## src/rtl/cardclk_pkg.sv

```systemverilog
`timescale 1ns/1ps
package cardclk_pkg;

  // Command bit positions in the control write (behavioural encoding)
  localparam int CTRL_W         = 4;
  localparam int CTRL_STOP_BIT  = 0;
  localparam int CTRL_START_BIT = 1;
  localparam int CTRL_RESET_BIT = 3;

  // Decoded command strobes
  typedef struct packed {
    logic reset;
    logic stop;
    logic start;
  } clkCmd_t;

  // Strobes from control to datapath
  typedef struct packed {
    logic run;     // counters advance
    logic reload;  // clear counters and capture rate word
  } dpCtl_t;

endpackage

```

## src/rtl/cardclk_dp.sv

```systemverilog
`timescale 1ns/1ps
module cardclk_dp
  import cardclk_pkg::*;
#(
  parameter int PRE_W = 12,
  parameter int DIV_W = 4
) (
  input  logic                   clk,
  input  logic                   rstN,
  input  dpCtl_t                 ctl,
  input  logic [PRE_W+DIV_W-1:0] rateWord,
  output logic                   cardClk,
  output logic                   periodEnd
);
  localparam int RATE_W = PRE_W + DIV_W;
  localparam int CNT_W  = PRE_W + 1;
  localparam int LEN_W  = DIV_W + 1;

  logic [PRE_W-1:0] actPre;
  logic [DIV_W-1:0] actDiv;
  logic [DIV_W-1:0] divEff;
  logic [DIV_W-1:0] divCnt;
  logic [CNT_W-1:0] preCnt;
  logic [CNT_W-1:0] preLimit;
  logic [LEN_W-1:0] lowLen;
  logic             tick;
  logic             cardClkQ;

  // Divider of zero behaves as one
  always_comb divEff = (actDiv == '0) ? DIV_W'(1) : actDiv;

  // Prescaler: bypass at zero, else count 2*pre input cycles per tick
  always_comb preLimit = (actPre == '0) ? '0 : ({actPre, 1'b0} - CNT_W'(1));

  // Low phase covers the first ceil((div+1)/2) ticks of each period
  always_comb lowLen = ({1'b0, divEff} + LEN_W'(2)) >> 1;

  always_comb begin
    tick      = ctl.run && (preCnt == preLimit);
    periodEnd = tick && (divCnt == divEff);
  end

  always_ff @(posedge clk or negedge rstN) begin
    if (!rstN) begin
      preCnt <= '0;
      divCnt <= '0;
      actPre <= '0;
      actDiv <= '0;
    end else if (ctl.reload) begin
      preCnt <= '0;
      divCnt <= '0;
      actPre <= rateWord[RATE_W-1:DIV_W];
      actDiv <= rateWord[DIV_W-1:0];
    end else if (ctl.run) begin
      preCnt <= tick ? '0 : preCnt + CNT_W'(1);
      if (tick) begin
        divCnt <= periodEnd ? '0 : divCnt + DIV_W'(1);
      end
      if (periodEnd) begin
        // new rate only at a period boundary: no runt pulse
        actPre <= rateWord[RATE_W-1:DIV_W];
        actDiv <= rateWord[DIV_W-1:0];
      end
    end
  end

  // Registered output: glitch free
  always_ff @(posedge clk or negedge rstN) begin
    if (!rstN) cardClkQ <= 1'b0;
    else       cardClkQ <= ctl.run && ({1'b0, divCnt} >= lowLen);
  end

  assign cardClk = cardClkQ;

  // with the counters idle the card clock is held low
  a_r2_idle_low: assert property (@(posedge clk) disable iff (!rstN)
    !$past(ctl.run) |-> !cardClk);

  // divider count never passes the effective divider
  a_r1_div_range: assert property (@(posedge clk) disable iff (!rstN)
    ctl.run |-> (divCnt <= divEff));

  // prescaler count never passes its limit
  a_r1_pre_range: assert property (@(posedge clk) disable iff (!rstN)
    ctl.run |-> (preCnt <= preLimit));

  // active rate changes only at a boundary or a reload
  a_r9_rate_hold: assert property (@(posedge clk) disable iff (!rstN)
    (ctl.run && !ctl.reload && !periodEnd) |=> ($stable(actPre) && $stable(actDiv)));

endmodule

```

## src/rtl/cardclk_ctrl.sv

```systemverilog
`timescale 1ns/1ps
module cardclk_ctrl
  import cardclk_pkg::*;
#(
  parameter int                RATE_W     = 16,
  parameter logic [RATE_W-1:0] RESET_RATE = 16'h0003
) (
  input  logic              clk,
  input  logic              rstN,
  input  logic              ctrlWrEn,
  input  logic [CTRL_W-1:0] ctrlData,
  input  logic              rateWrEn,
  input  logic [RATE_W-1:0] rateData,
  input  logic              periodEnd,
  output dpCtl_t            dpCtl,
  output logic [RATE_W-1:0] rateWord,
  output logic              running,
  output logic              rstPulse
);
  clkCmd_t          cmd;
  logic             stopPend;
  logic             runNext;
  logic             pendNext;
  logic             freshStart;
  logic [RATE_W-1:0] rateReg;

  always_comb begin
    cmd.reset = ctrlWrEn && ctrlData[CTRL_RESET_BIT];
    cmd.stop  = ctrlWrEn && ctrlData[CTRL_STOP_BIT];
    cmd.start = ctrlWrEn && ctrlData[CTRL_START_BIT];
  end

  // Next-state: reset > stop > start; a pending stop ends at the boundary
  always_comb begin
    runNext    = running;
    pendNext   = stopPend;
    freshStart = 1'b0;
    if (periodEnd && stopPend) begin
      runNext  = 1'b0;
      pendNext = 1'b0;
    end
    if (cmd.reset) begin
      runNext  = 1'b0;
      pendNext = 1'b0;
    end else if (cmd.stop) begin
      pendNext = runNext;
    end else if (cmd.start) begin
      if (!runNext) begin
        runNext    = 1'b1;
        freshStart = 1'b1;
      end
      pendNext = 1'b0;
    end
  end

  always_comb begin
    dpCtl.run    = running;
    dpCtl.reload = cmd.reset || freshStart;
  end

  always_ff @(posedge clk or negedge rstN) begin
    if (!rstN) begin
      running  <= 1'b0;
      stopPend <= 1'b0;
      rstPulse <= 1'b0;
      rateReg  <= RESET_RATE;
    end else begin
      running  <= runNext;
      stopPend <= pendNext;
      rstPulse <= cmd.reset;
      if (cmd.reset)     rateReg <= RESET_RATE;
      else if (rateWrEn) rateReg <= rateData;
    end
  end

  assign rateWord = rateReg;

  // a pending stop exists only while the clock runs
  a_r7_pend_running: assert property (@(posedge clk) disable iff (!rstN)
    stopPend |-> running);

  // the clock stops only at a period end or on soft reset
  a_r7_fall_boundary: assert property (@(posedge clk) disable iff (!rstN)
    $fell(running) |-> ($past(periodEnd) || $past(cmd.reset)));

  // reset pulse follows a reset command and the clock is off
  a_r11_pulse_cause: assert property (@(posedge clk) disable iff (!rstN)
    rstPulse |-> (!running && $past(cmd.reset)));

  // a lone start from stopped sets the running state
  a_r6_start_runs: assert property (@(posedge clk) disable iff (!rstN)
    (cmd.start && !cmd.stop && !cmd.reset && !running) |=> running);

endmodule

```

## src/rtl/cardclk_gen.sv

```systemverilog
`timescale 1ns/1ps
module cardclk_gen
  import cardclk_pkg::*;
#(
  parameter int PRE_W = 12,
  parameter int DIV_W = 4,
  parameter logic [PRE_W+DIV_W-1:0] RESET_RATE = 16'h0003
) (
  input  logic                   clk,
  input  logic                   rstN,
  input  logic                   rateWrEn,
  input  logic [PRE_W+DIV_W-1:0] rateData,
  input  logic                   ctrlWrEn,
  input  logic [CTRL_W-1:0]      ctrlData,
  output logic                   cardClk,
  output logic                   clkRunning,
  output logic                   softRstPulse
);
  localparam int RATE_W = PRE_W + DIV_W;

  dpCtl_t            dpCtl;
  logic [RATE_W-1:0] rateWord;
  logic              periodEnd;

  cardclk_ctrl #(
    .RATE_W    (RATE_W),
    .RESET_RATE(RESET_RATE)
  ) uCtrl (
    .clk      (clk),
    .rstN     (rstN),
    .ctrlWrEn (ctrlWrEn),
    .ctrlData (ctrlData),
    .rateWrEn (rateWrEn),
    .rateData (rateData),
    .periodEnd(periodEnd),
    .dpCtl    (dpCtl),
    .rateWord (rateWord),
    .running  (clkRunning),
    .rstPulse (softRstPulse)
  );

  cardclk_dp #(
    .PRE_W(PRE_W),
    .DIV_W(DIV_W)
  ) uDp (
    .clk      (clk),
    .rstN     (rstN),
    .ctl      (dpCtl),
    .rateWord (rateWord),
    .cardClk  (cardClk),
    .periodEnd(periodEnd)
  );

endmodule

```

## config.mk

```make
export PLATFORM = sky130hd
export DESIGN_NAME = cardclk_gen
export DESIGN_NICKNAME = d
export VERILOG_FILES = /design/src/rtl/cardclk_pkg.sv /design/src/rtl/cardclk_dp.sv /design/src/rtl/cardclk_ctrl.sv /design/src/rtl/cardclk_gen.sv
export SDC_FILE = /design/constraint.sdc
export NUM_CORES = 1
export LEC_CHECK = 0
export BUFFER_PORTS_ARGS = -buffer_cell sky130_fd_sc_hd__buf_4
export CORE_ASPECT_RATIO = 1.4
export CORE_MARGIN = 5
export CORE_UTILIZATION = 55
export DETAILED_ROUTE_END_ITERATION = 10
export MAX_ROUTING_LAYER = met4
export PLACE_DENSITY = 0.74
export SLEW_MARGIN = 20
export SYNTH_ARGS = -nofsm -noshare
export SYNTH_HDL_FRONTEND = slang
export SYNTH_HIERARCHICAL = 1
export SYNTH_SLANG_ARGS = --single-unit
```

## constraint.sdc

```tcl
create_clock -name clk -period 4.85 [get_ports clk]
set_input_delay 0.97 -clock clk [delete_from_list [all_inputs] [get_ports clk]]
set_output_delay 0.97 -clock clk [all_outputs]
set_load 0.02 [all_outputs]
```

==> metrics.yaml, run 1 <==
synthesis:
  synthDominantCellAreaShare: 0.3974
  synth.yosys.seq_area_share: 0.4137
  synth_flop_cell: "sky130_fd_sc_hd__dfrtp_1"
  synth_edf_count: 0
  postSynthRegisterBits: 53
  netlist-cell-type-count: 65
  syn-cell-area_um2: 3212
  largest_cells_by_area_after_synthesis: "sky130_fd_sc_hd__dfrtp_1 40%, sky130_fd_sc_hd__mux2_2 6.3%, sky130_fd_sc_hd__mux2i_1 5.3%"
  netlist_instances: 315
  async_sr_flop_fraction: 1.000
  synth_area_leader_cell: "sky130_fd_sc_hd__dfrtp_1"
  syn-mean-instance-area_um2: 10.20
  synth_nets: 347
  yosysWarnings: 6
critical_path:
  worst_setup_path_startpoint: "uDp/actPre[0]"
  worst-r2r-cell-count: 17
  type_of_element_capturing_the_critical_path: "flop"
  worst_ep_arrival_time_ns: 4.61
  worst_path_depth: 17
  r2r-end: "uDp/preCnt[11]"
  timing_worst_setup_path_type: "flop to flop"
  crit_chain: "inv_1 -> ha_1 -> or4b_4 -> a2111oi_0 -> nor3_1 -> or3_1 -> nor4_4 -> and4_1 -> a21boi_1 -> o21ai_1 -> o21a_1 -> nand3_1 -> nor2_1 -> nand2_1 -> nor2_1 -> xnor2_1 -> nor2_1"
  critical_path.reg2reg.startpoint: "uDp/actPre[0]"
  crit_path_max_fanout: 12
  worst-path-buf-inv: 1
  critPathMaxStageDelay_ns: 0.57
  family_of_cells_with_the_greatest_summed_delay_on_the_critical_path: "simple AND/OR/NAND/NOR gates"
  r2r_setup_slack_ns: 0.44
  master_of_the_slowest_instance_on_the_critical_path: "sky130_fd_sc_hd__or4b_4"
  most_repeated_library_cell_on_the_critical_path: "sky130_fd_sc_hd__nor2_1"
  critical_path_required_ns: 5.05
  worstSetupEndpoint: "uDp/preCnt[11]"
  start_kind: "flop"
routing:
  wl_mm: 6.639
  vias_per_cell: 6.082
  met2_wire_length_mm: 3.504
  drt_first_iter_violations: 150
  drt-wirelength-per-cell_um: 16.47
  post-route-drc-count: 0
  vias: 2451
  ant_nets: 0
  drt_first_pass_iters: 4
  highest-signal-layer: "met4"
  routedLengthMet1_mm: 2.810
  detailroute.wirelength.met3_um: 227
clocking:
  clk_pin_slew_ns: 0.10
  clk_latency_ns: 0.31
  cts_tree: "done"
  number_of_gates_given_a_new_drive_strength_after_cts: 0
  numClockSinks: 53
  cts_made_buffers: 5
  h-tree-depth: 2
  cts_setup_buffers: 0
  cts_root_buffer: "sky130_fd_sc_hd__clkbuf_8"
  cts_max_path_buffers: 2
  cts_hold_bufs: 0
die:
  start_util: 0.5556
  rows: 33
  io_pins: 27
  fp.dieArea_um2: 7490
  coreArea_um2: 5781
  die_width_um: 74.59
  die-height_um: 100.4
hold_path:
  holdCritPathClass: "flop to flop"
job:
  cap_violations: 0
finish:
  syn2layout_area_growth_pct: 9.038
  final_core_utilization: 0.6058
  final.fill_count: 523
  drive_above_1_share: 0.2162
  antenna_cells_inserted: 0
  fin_nets: 364
power_and_ir_drop:
  power.density_cell_area_nw_per_um2: 335.5
  totalPowerFinal_mw: 1.175
  max-vdd-ir-drop_mv: 0.1968
  power.leakage_nw: 1.510
global_routing:
  first_global_vias: 2457
  grt_first_pass_wirelength_mm: 11.27
  grt_max_degree: 54
  grtUsageTotal: 0.1957
  antenna_found_initial: 0
  globalRouteOverflowTotal: 0
sta:
  timing.setup.tns_ns: 0
  timing_hold_violations_final: 0
  finalMaxSlewViolations: 0
  max_freq_ghz: 0.2268
  final.period_utilization: 0.9091
  max_slew.worst_pin.slew_ns: 0.7068
  report.final.setup_viol: 0
  period_needed_ns: 4.409
  grt_setup_unrepaired: "false"
  slew_headroom: 0.5221
  max_clock_skew_ns: 0.009263
placement:
  io_buffer_count: 25
  place.detailed.hpwl_mm: 4.928
  gpl.final_weighted_congestion: 0.9203
outcome:
  status: "finished, final reports clean"
==> cells in the mapped netlist (2+ instances only) <==
cell type	n
sky130_fd_sc_hd__mux2i_1	17
sky130_fd_sc_hd__nor2b_1	2
sky130_fd_sc_hd__inv_1	11
sky130_fd_sc_hd__clkbuf_1	7
sky130_fd_sc_hd__mux2_2	18
sky130_fd_sc_hd__o31ai_1	5
sky130_fd_sc_hd__or4_1	5
sky130_fd_sc_hd__nor4_1	3
sky130_fd_sc_hd__nand4_1	5
sky130_fd_sc_hd__nor4b_1	2
sky130_fd_sc_hd__o211ai_1	3
sky130_fd_sc_hd__or3_1	6
sky130_fd_sc_hd__xnor2_1	13
sky130_fd_sc_hd__a21o_1	3
sky130_fd_sc_hd__dfstp_2	2
sky130_fd_sc_hd__nor2_1	39
sky130_fd_sc_hd__o21ai_0	4
sky130_fd_sc_hd__nand2b_1	4
sky130_fd_sc_hd__buf_6	4
sky130_fd_sc_hd__a32o_1	2
sky130_fd_sc_hd__buf_2	5
sky130_fd_sc_hd__nor3b_1	2
sky130_fd_sc_hd__nand3_1	16
sky130_fd_sc_hd__nor3_1	10
sky130_fd_sc_hd__o32ai_1	2
sky130_fd_sc_hd__ha_1	8
sky130_fd_sc_hd__xor2_1	8
sky130_fd_sc_hd__nand3b_1	2
sky130_fd_sc_hd__or3b_2	2
sky130_fd_sc_hd__a21oi_1	7
sky130_fd_sc_hd__nand2_1	13
sky130_fd_sc_hd__or4b_4	2
sky130_fd_sc_hd__dfrtp_1	51
==> worst min-delay path by stage <==
stage | from | endpoint | slack, ns | cells after the start
after floorplan | uCtrl/rateWord[2] | uDp/actDiv[2] | 0.46 | 1
after global placement | uCtrl/rateWord[2] | uDp/actDiv[2] | 0.47 | 1
after detailed placement | uCtrl/rateWord[2] | uDp/actDiv[2] | 0.48 | 1
after CTS | uCtrl/rateWord[2] | uDp/actDiv[2] | 0.50 | 1
after global routing | uCtrl/rateWord[2] | uDp/actDiv[2] | 0.53 | 1
final | uCtrl/rateWord[2] | uDp/actDiv[2] | 0.50 | 1
==> power breakdown <==
group | internal, mW | leakage, nW | switching (mW)
Combinational | 0.165 | 0.772 | 0.188
Clock | 0.119 | 0.0518 | 0.150
Sequential | 0.490 | 0.686 | 0.0634
Total | 0.773 | 1.51 | 0.402
==> placed cells by master (no fill, tap or decap), types with 10 or more instances in the layout <==
cell type                 Yosys  final
sky130_fd_sc_hd__buf_4        1     28
sky130_fd_sc_hd__dfrtp_1     51     51
sky130_fd_sc_hd__inv_1       11     11
sky130_fd_sc_hd__mux2_2      18     18
sky130_fd_sc_hd__mux2i_1     17     17
sky130_fd_sc_hd__nand2_1     13     13
sky130_fd_sc_hd__nand3_1     16     16
sky130_fd_sc_hd__nor2_1      39     39
sky130_fd_sc_hd__nor3_1      10     10
sky130_fd_sc_hd__xnor2_1     13     13
==> per-layer routing <==
layer  GRT usage  vias up
met5           -        -
met4     0.05205        0
met3     0.02906       11
met2      0.3345       62
met1      0.2387     1198
li1            -     1180
==> cell type report <==
cell class | count | area, µm² | share of cell area
clock inverter | 2 | 17.52 | 0.005002
clock buffer | 6 | 82.58 | 0.02358
tap | 70 | 87.58 | 0.02501
multi-input combinational | 232 | 1730 | 0.4941
sequential | 53 | 1329 | 0.3794
timing repair buffer | 28 | 210.2 | 0.06002
inverter | 12 | 45.04 | 0.01286
==> cell families after synthesis <==
family | synth area share
simple gates | 0.2119
flops | 0.4137
compound gates | 0.1188
mux | 0.1196
buf+inv | 0.04752
xor+xnor | 0.05727
fa+ha+maj | 0.03117
==> flip-flops by register name, indices dropped and copies added, names as in the netlist <==
signal          cells
uDp/cardClk         1
uDp/actPre         12
uCtrl/rateWord     16
uCtrl/rstPulse      1
uDp/divCnt          4
uCtrl/stopPend      1
uDp/preCnt         13
uCtrl/running       1
uDp/actDiv          4
==> through the flow <==
stage | instance area (µm²) | hold WS, ns | cells | setup slack, ns
after global routing | 3502 | 0.5308 | 403 | 0.1002
after detailed placement | 3402 | 0.4753 | 395 | 0.5078
after global placement | 3402 | 0.4684 | 395 | 0.5970
final | 3502 | 0.4968 | 403 | 0.4410
after CTS | 3502 | 0.4989 | 403 | 0.4531
after floorplan | 3212 | 0.4574 | 315 | 0.6766
No activity file was read; power rests on OpenSTA's default activity.
==> run 2, diff against run 1 <==
--- a/config.mk
+++ b/config.mk
@@ -6,12 +6,14 @@
 export NUM_CORES = 1
 export LEC_CHECK = 0
 export BUFFER_PORTS_ARGS = -buffer_cell sky130_fd_sc_hd__buf_4
+export CELL_PAD_IN_SITES_DETAIL_PLACEMENT = 0
+export CELL_PAD_IN_SITES_GLOBAL_PLACEMENT = 1
 export CORE_ASPECT_RATIO = 1.4
 export CORE_MARGIN = 5
-export CORE_UTILIZATION = 55
+export CORE_UTILIZATION = 47
 export DETAILED_ROUTE_END_ITERATION = 10
 export MAX_ROUTING_LAYER = met4
-export PLACE_DENSITY = 0.74
+export PLACE_DENSITY_LB_ADDON = 0.1
 export SLEW_MARGIN = 20
 export SYNTH_ARGS = -nofsm -noshare
 export SYNTH_HDL_FRONTEND = slang
==> run 2 against run 1 <==
Against the previous run:
- first-iteration DRC count down 57%
- combinational power hardly changed
- sequential cell count is the same
- maximum frequency increased by 0.53%
- worst hold slack better by 0.0044 ns
- clock skew about the same
- critical path type unchanged
- largest cell class unchanged
- highest routed layer unchanged
==> metrics.yaml, run 2 (synthesis results as in run 1) <==
sta:
  period_needed_ns: 4.386
  slew_headroom: 0.5132
  layout_setup_ws_ns: 0.4644
  timing_hold_violations_final: 0
  max_clock_skew_ns: 0.009715
  final.period_utilization: 0.9042
  hold_slack_ns: 0.5012
  grt_setup_unrepaired: "false"
  max_freq_ghz: 0.2280
  timing.setup.tns_ns: 0
  report.final.setup_viol: 0
  max_slew.worst_pin.slew_ns: 0.7201
  finalMaxSlewViolations: 0
clocking:
  number_of_gates_given_a_new_drive_strength_after_cts: 0
  cts_made_buffers: 5
  cts_setup_buffers: 0
  cts_root_buffer: "sky130_fd_sc_hd__clkbuf_8"
  cts_hold_bufs: 0
  h-tree-depth: 2
  cts_tree: "done"
  clk_pin_slew_ns: 0.10
  numClockSinks: 53
  cts_max_path_buffers: 2
  clk_latency_ns: 0.31
routing:
  drt-wirelength-per-cell_um: 16.32
  wl_mm: 6.937
  post-route-drc-count: 0
  drt_first_iter_violations: 65
  vias: 2417
  ant_nets: 0
  vias_per_cell: 5.687
  drt_first_pass_iters: 4
finish:
  syn2layout_area_growth_pct: 9.895
  largest_register_ff_count: 16
  final.fill_count: 624
  antenna_cells_inserted: 0
  fin_nets: 364
  drive_above_1_share: 0.2162
  mostFrequentLayoutCell: "sky130_fd_sc_hd__dfrtp_1"
  mostFrequentLayoutCells: "51 x sky130_fd_sc_hd__dfrtp_1, 39 x sky130_fd_sc_hd__nor2_1, 28 x sky130_fd_sc_hd__buf_4, 18 x sky130_fd_sc_hd__mux2_2, 17 x sky130_fd_sc_hd__mux2i_1"
  area.sequential_um2: 1329
  multiInputGateArea_um2: 1730
  final_instance_area_um2: 3530
die:
  die-height_um: 107.8
  start_util: 0.4857
  io_pins: 27
  rows: 35
  die_width_um: 79.87
  fp.dieArea_um2: 8610
  coreArea_um2: 6613
power_and_ir_drop:
  power.leakage_nw: 1.510
  max-vdd-ir-drop_mv: 0.1676
  power.density_cell_area_nw_per_um2: 334.2
job:
  cap_violations: 0
global_routing:
  first_global_vias: 2466
  grt_first_pass_wirelength_mm: 12.10
  antenna_found_initial: 0
  globalRouteOverflowTotal: 0
  grtUsageTotal: 0.1815
  grt_max_degree: 54
placement:
  io_buffer_count: 25
  detailed_place.area_um2: 3430
  dpl_worst_slack_ns: 0.4994
  place.detailed.hpwl_mm: 5.164
  gpl.final_weighted_congestion: 0.9298
hold_path:
  holdCritPathClass: "flop to flop"
outcome:
  status: "finished, final reports clean"
critical_path:
  critical_path_required_ns: 5.05
  r2r_setup_slack_ns: 0.46
  start_kind: "flop"
  timing_worst_setup_path_type: "flop to flop"
  worst_ep_arrival_time_ns: 4.58
  type_of_element_capturing_the_critical_path: "flop"
  crit_path_max_fanout: 12
run 2: cell counts in the layout (fill, tap and decap cells not counted):
Identical to the previous run, type by type.
run 2: critical path, stage by stage (launching register included):
cell and delay [ns]:
sky130_fd_sc_hd__dfrtp_1 0.45, sky130_fd_sc_hd__inv_1 0.08, sky130_fd_sc_hd__ha_1 0.20, sky130_fd_sc_hd__or4b_4 0.57
sky130_fd_sc_hd__a2111oi_0 0.39, sky130_fd_sc_hd__nor3_1 0.13, sky130_fd_sc_hd__or3_1 0.43, sky130_fd_sc_hd__nor4_4 0.41
sky130_fd_sc_hd__and4_1 0.32, sky130_fd_sc_hd__a21boi_1 0.08, sky130_fd_sc_hd__o21ai_1 0.22, sky130_fd_sc_hd__o21a_1 0.18
sky130_fd_sc_hd__nand3_1 0.12, sky130_fd_sc_hd__nor2_1 0.28, sky130_fd_sc_hd__nand2_1 0.09, sky130_fd_sc_hd__nor2_1 0.14
sky130_fd_sc_hd__xnor2_1 0.12, sky130_fd_sc_hd__nor2_1 0.05
run 2: per-layer routing:
| layer | up-vias | routed length [µm] | GRT usage |
|---|---|---|---|
| met5 | - | 0 | - |
| met4 | 0 | 107 | 0.05193 |
| met3 | 8 | 233 | 0.02513 |
| met2 | 51 | 3501 | 0.3053 |
| met1 | 1177 | 3095 | 0.2275 |
| li1 | 1181 | - | - |
run 2: area by class of cell:
cell class / count / area share
multi-input combinational: 232 / 0.4903
sequential: 53 / 0.3765
timing repair buffer: 28 / 0.05955
tap: 92 / 0.03261
clock buffer: 6 / 0.02340
inverter: 12 / 0.01276
clock inverter: 2 / 0.004963
run 2: power by group:
group	switching (mW)	internal (mW)	total (mW)
clock network	0.154	0.119	0.273
logic	0.188	0.164	0.353
registers	0.0647	0.490	0.555
run 2: worst paths after layout:
kind                                         from        endpoint  cells past startpoint
worst min register to register  uCtrl/rateWord[2]   uDp/actDiv[2]                      1
worst max-delay path                uDp/actPre[0]  uDp/preCnt[11]                     17
worst max register to register      uDp/actPre[0]  uDp/preCnt[11]                     17
min in group asynchronous                    rstN   uDp/divCnt[1]                      1
max in group asynchronous                    rstN   uDp/actPre[5]                      1
worst min-delay path            uCtrl/rateWord[2]   uDp/actDiv[2]                      1
run 2: through the flow:
stage / util / total power [mW] / instances
final: 0.5338 / 1.180 / 425
after global routing: 0.5338 / 1.259 / 425
after CTS: 0.5338 / 1.188 / 425
after detailed placement: 0.5186 / 0.9134 / 417
after global placement: 0.5186 / 0.9073 / 417
after floorplan: - / 0.8252 / 315
==> run 3, diff against run 2 <==
--- a/config.mk
+++ b/config.mk
@@ -13,7 +13,8 @@
 export CORE_UTILIZATION = 47
 export DETAILED_ROUTE_END_ITERATION = 10
 export MAX_ROUTING_LAYER = met4
-export PLACE_DENSITY_LB_ADDON = 0.1
+export PLACE_DENSITY_LB_ADDON = 0.3
+export RECOVER_POWER = 50
 export SLEW_MARGIN = 20
 export SYNTH_ARGS = -nofsm -noshare
 export SYNTH_HDL_FRONTEND = slang
==> run 3 against run 2 <==
Against the previous run:
- the flow now finishes with violations (max-capacitance violations, max-slew violations)
- clock power increased by 11%
- utilization grew 0.057 points
- first-iteration DRC count increased by 72%
- sequential cell count stayed put
- sequential share of layout area about the same
- non-clock buffer count is the same
- worst hold slack improved by 0.012 ns
- critical path depth stayed put
- sequential power about the same
- via count increased by 1.1%
- largest power group unchanged
==> metrics.yaml, run 3 (synthesis results as in run 1) <==
sta:
  max_clock_skew_ns: 0.008375
  slew_headroom: -0.8560
  finalMaxSlewViolations: 54
  timing.setup.tns_ns: 0
  final.period_utilization: 0.9240
  max_slew.worst_pin.slew_ns: 2.784
  report.final.setup_viol: 0
  period_needed_ns: 4.481
  layout_setup_ws_ns: 0.3687
  timing_hold_violations_final: 0
  grt_setup_unrepaired: "false"
  max_freq_ghz: 0.2231
routing:
  vias_per_cell: 5.751
  ant_nets: 0
  drt_first_iter_violations: 112
  vias: 2444
  drt_first_pass_iters: 4
  post-route-drc-count: 0
  drt-wirelength-per-cell_um: 15.98
  wl_mm: 6.792
clocking:
  cts_tree: "done"
  cts_max_path_buffers: 2
  numClockSinks: 53
  clk_latency_ns: 0.31
  h-tree-depth: 2
  cts_hold_bufs: 0
  cts_made_buffers: 5
  cts_root_buffer: "sky130_fd_sc_hd__clkbuf_8"
  clk_pin_slew_ns: 0.09
  number_of_gates_given_a_new_drive_strength_after_cts: 0
  cts_setup_buffers: 0
placement:
  dpl_worst_slack_ns: 0.5154
  place.detailed.hpwl_mm: 5.056
  io_buffer_count: 25
  detailed_place.area_um2: 3430
  gpl.final_weighted_congestion: 0.8266
job:
  cap_violations: 1
critical_path:
  type_of_element_capturing_the_critical_path: "flop"
  timing_worst_setup_path_type: "flop to flop"
  worst-r2r-cell-count: 17
  r2r_setup_slack_ns: 0.37
  crit_path_max_fanout: 12
  start_kind: "flop"
  worst_ep_arrival_time_ns: 4.68
  critical_path_required_ns: 5.05
  r2r-end: "uDp/preCnt[11]"
  critical_path.reg2reg.startpoint: "uDp/actPre[0]"
finish:
  mostFrequentLayoutCells: "51 x sky130_fd_sc_hd__dfrtp_1, 39 x sky130_fd_sc_hd__nor2_1, 26 x sky130_fd_sc_hd__buf_4, 18 x sky130_fd_sc_hd__mux2_2, 17 x sky130_fd_sc_hd__mux2i_1"
  syn2layout_area_growth_pct: 10.01
  mostFrequentLayoutCell: "sky130_fd_sc_hd__dfrtp_1"
  area.sequential_um2: 1329
  final_core_utilization: 0.5343
  drive_above_1_share: 0.2072
  fin_nets: 364
  multiInputGateArea_um2: 1730
  final_instance_area_um2: 3533
  largest_register_ff_count: 16
  final.fill_count: 618
  antenna_cells_inserted: 0
power_and_ir_drop:
  power.leakage_nw: 1.506
  max-vdd-ir-drop_mv: 0.1929
  power.density_cell_area_nw_per_um2: 341.9
  totalPowerFinal_mw: 1.208
global_routing:
  global_route.peak_usage_layer: "met2"
  grt_first_pass_wirelength_mm: 11.94
  grtUsageTotal: 0.1773
  grt_util_met3: 0.02261
  antenna_found_initial: 0
  first_global_vias: 2520
  use_met1: 0.2125
  use_met2: 0.3035
  globalRouteOverflowTotal: 0
  grt_max_degree: 54
die:
  rows: 35
  fp.dieArea_um2: 8610
  start_util: 0.4857
  coreArea_um2: 6613
  io_pins: 27
  die-height_um: 107.8
  die_width_um: 79.87
hold_path:
  worstHoldEndpoint: "uDp/actDiv[2]"
  hold_path.startpoint: "uCtrl/rateWord[2]"
  holdCritPathClass: "flop to flop"
  whs_path_depth: 1
outcome:
  status: "finished, violations left"
  violations: "max-capacitance violations, max-slew violations"
[run 3: worst max-delay path, cell delays in order, from the launching register on]
cell	delay (ns)
sky130_fd_sc_hd__dfrtp_1	0.46
sky130_fd_sc_hd__inv_1	0.08
sky130_fd_sc_hd__ha_1	0.21
sky130_fd_sc_hd__or4b_4	0.57
sky130_fd_sc_hd__or3_1	0.53
sky130_fd_sc_hd__o31ai_1	0.41
sky130_fd_sc_hd__o21ai_0	0.15
sky130_fd_sc_hd__a21oi_1	0.33
sky130_fd_sc_hd__and4_1	0.32
sky130_fd_sc_hd__a21boi_1	0.08
sky130_fd_sc_hd__o21ai_1	0.21
sky130_fd_sc_hd__o21a_1	0.18
sky130_fd_sc_hd__nand3_1	0.13
sky130_fd_sc_hd__nor2_1	0.30
sky130_fd_sc_hd__nand2_1	0.09
sky130_fd_sc_hd__nor2_1	0.14
sky130_fd_sc_hd__xnor2_1	0.13
sky130_fd_sc_hd__nor2_1	0.05
[run 3: cell type report]
class	instances	area share
repair buffers	28	0.05737
inverters	12	0.01275
flip-flops and latches	53	0.3761
well taps	92	0.03258
clock inverters	2	0.01098
clock buffers	6	0.02054
multi-input cells	232	0.4897
[run 3: power breakdown]
group          total [mW]  internal, mW  switching, mW
Sequential          0.554         0.490         0.0643
Clock               0.303         0.155          0.148
Combinational       0.351         0.164          0.187
Total                1.21         0.809          0.399
[run 3: worst max path at each step]
stage | start | end | slack [ns] | cells past startpoint
global route | uDp/actPre[0] | uDp/preCnt[11] | 0.05 | 17
global placement | uDp/actPre[0] | uDp/preCnt[11] | 0.56 | 17
CTS | uDp/actPre[0] | uDp/preCnt[11] | 0.46 | 17
finish | uDp/actPre[0] | uDp/preCnt[11] | 0.37 | 17
detailed placement | uDp/actPre[0] | uDp/preCnt[11] | 0.52 | 17
floorplan | uDp/actPre[0] | uDp/preCnt[11] | 0.68 | 19
[run 3: routing by layer]
layer	share of wire	routed length (µm)
met4	0.023	159
met5	0	0
met2	0.51	3494
met3	0.017	117
met1	0.44	3022
[run 3: metrics by stage]
step,hold WS [ns],std cells
6_report,0.5133,425
5_1_grt,0.5384,425
4_1_cts,0.5235,425
3_5_place_dp,0.4950,417
3_3_place_gp,0.4688,417
2_1_floorplan,0.4574,315
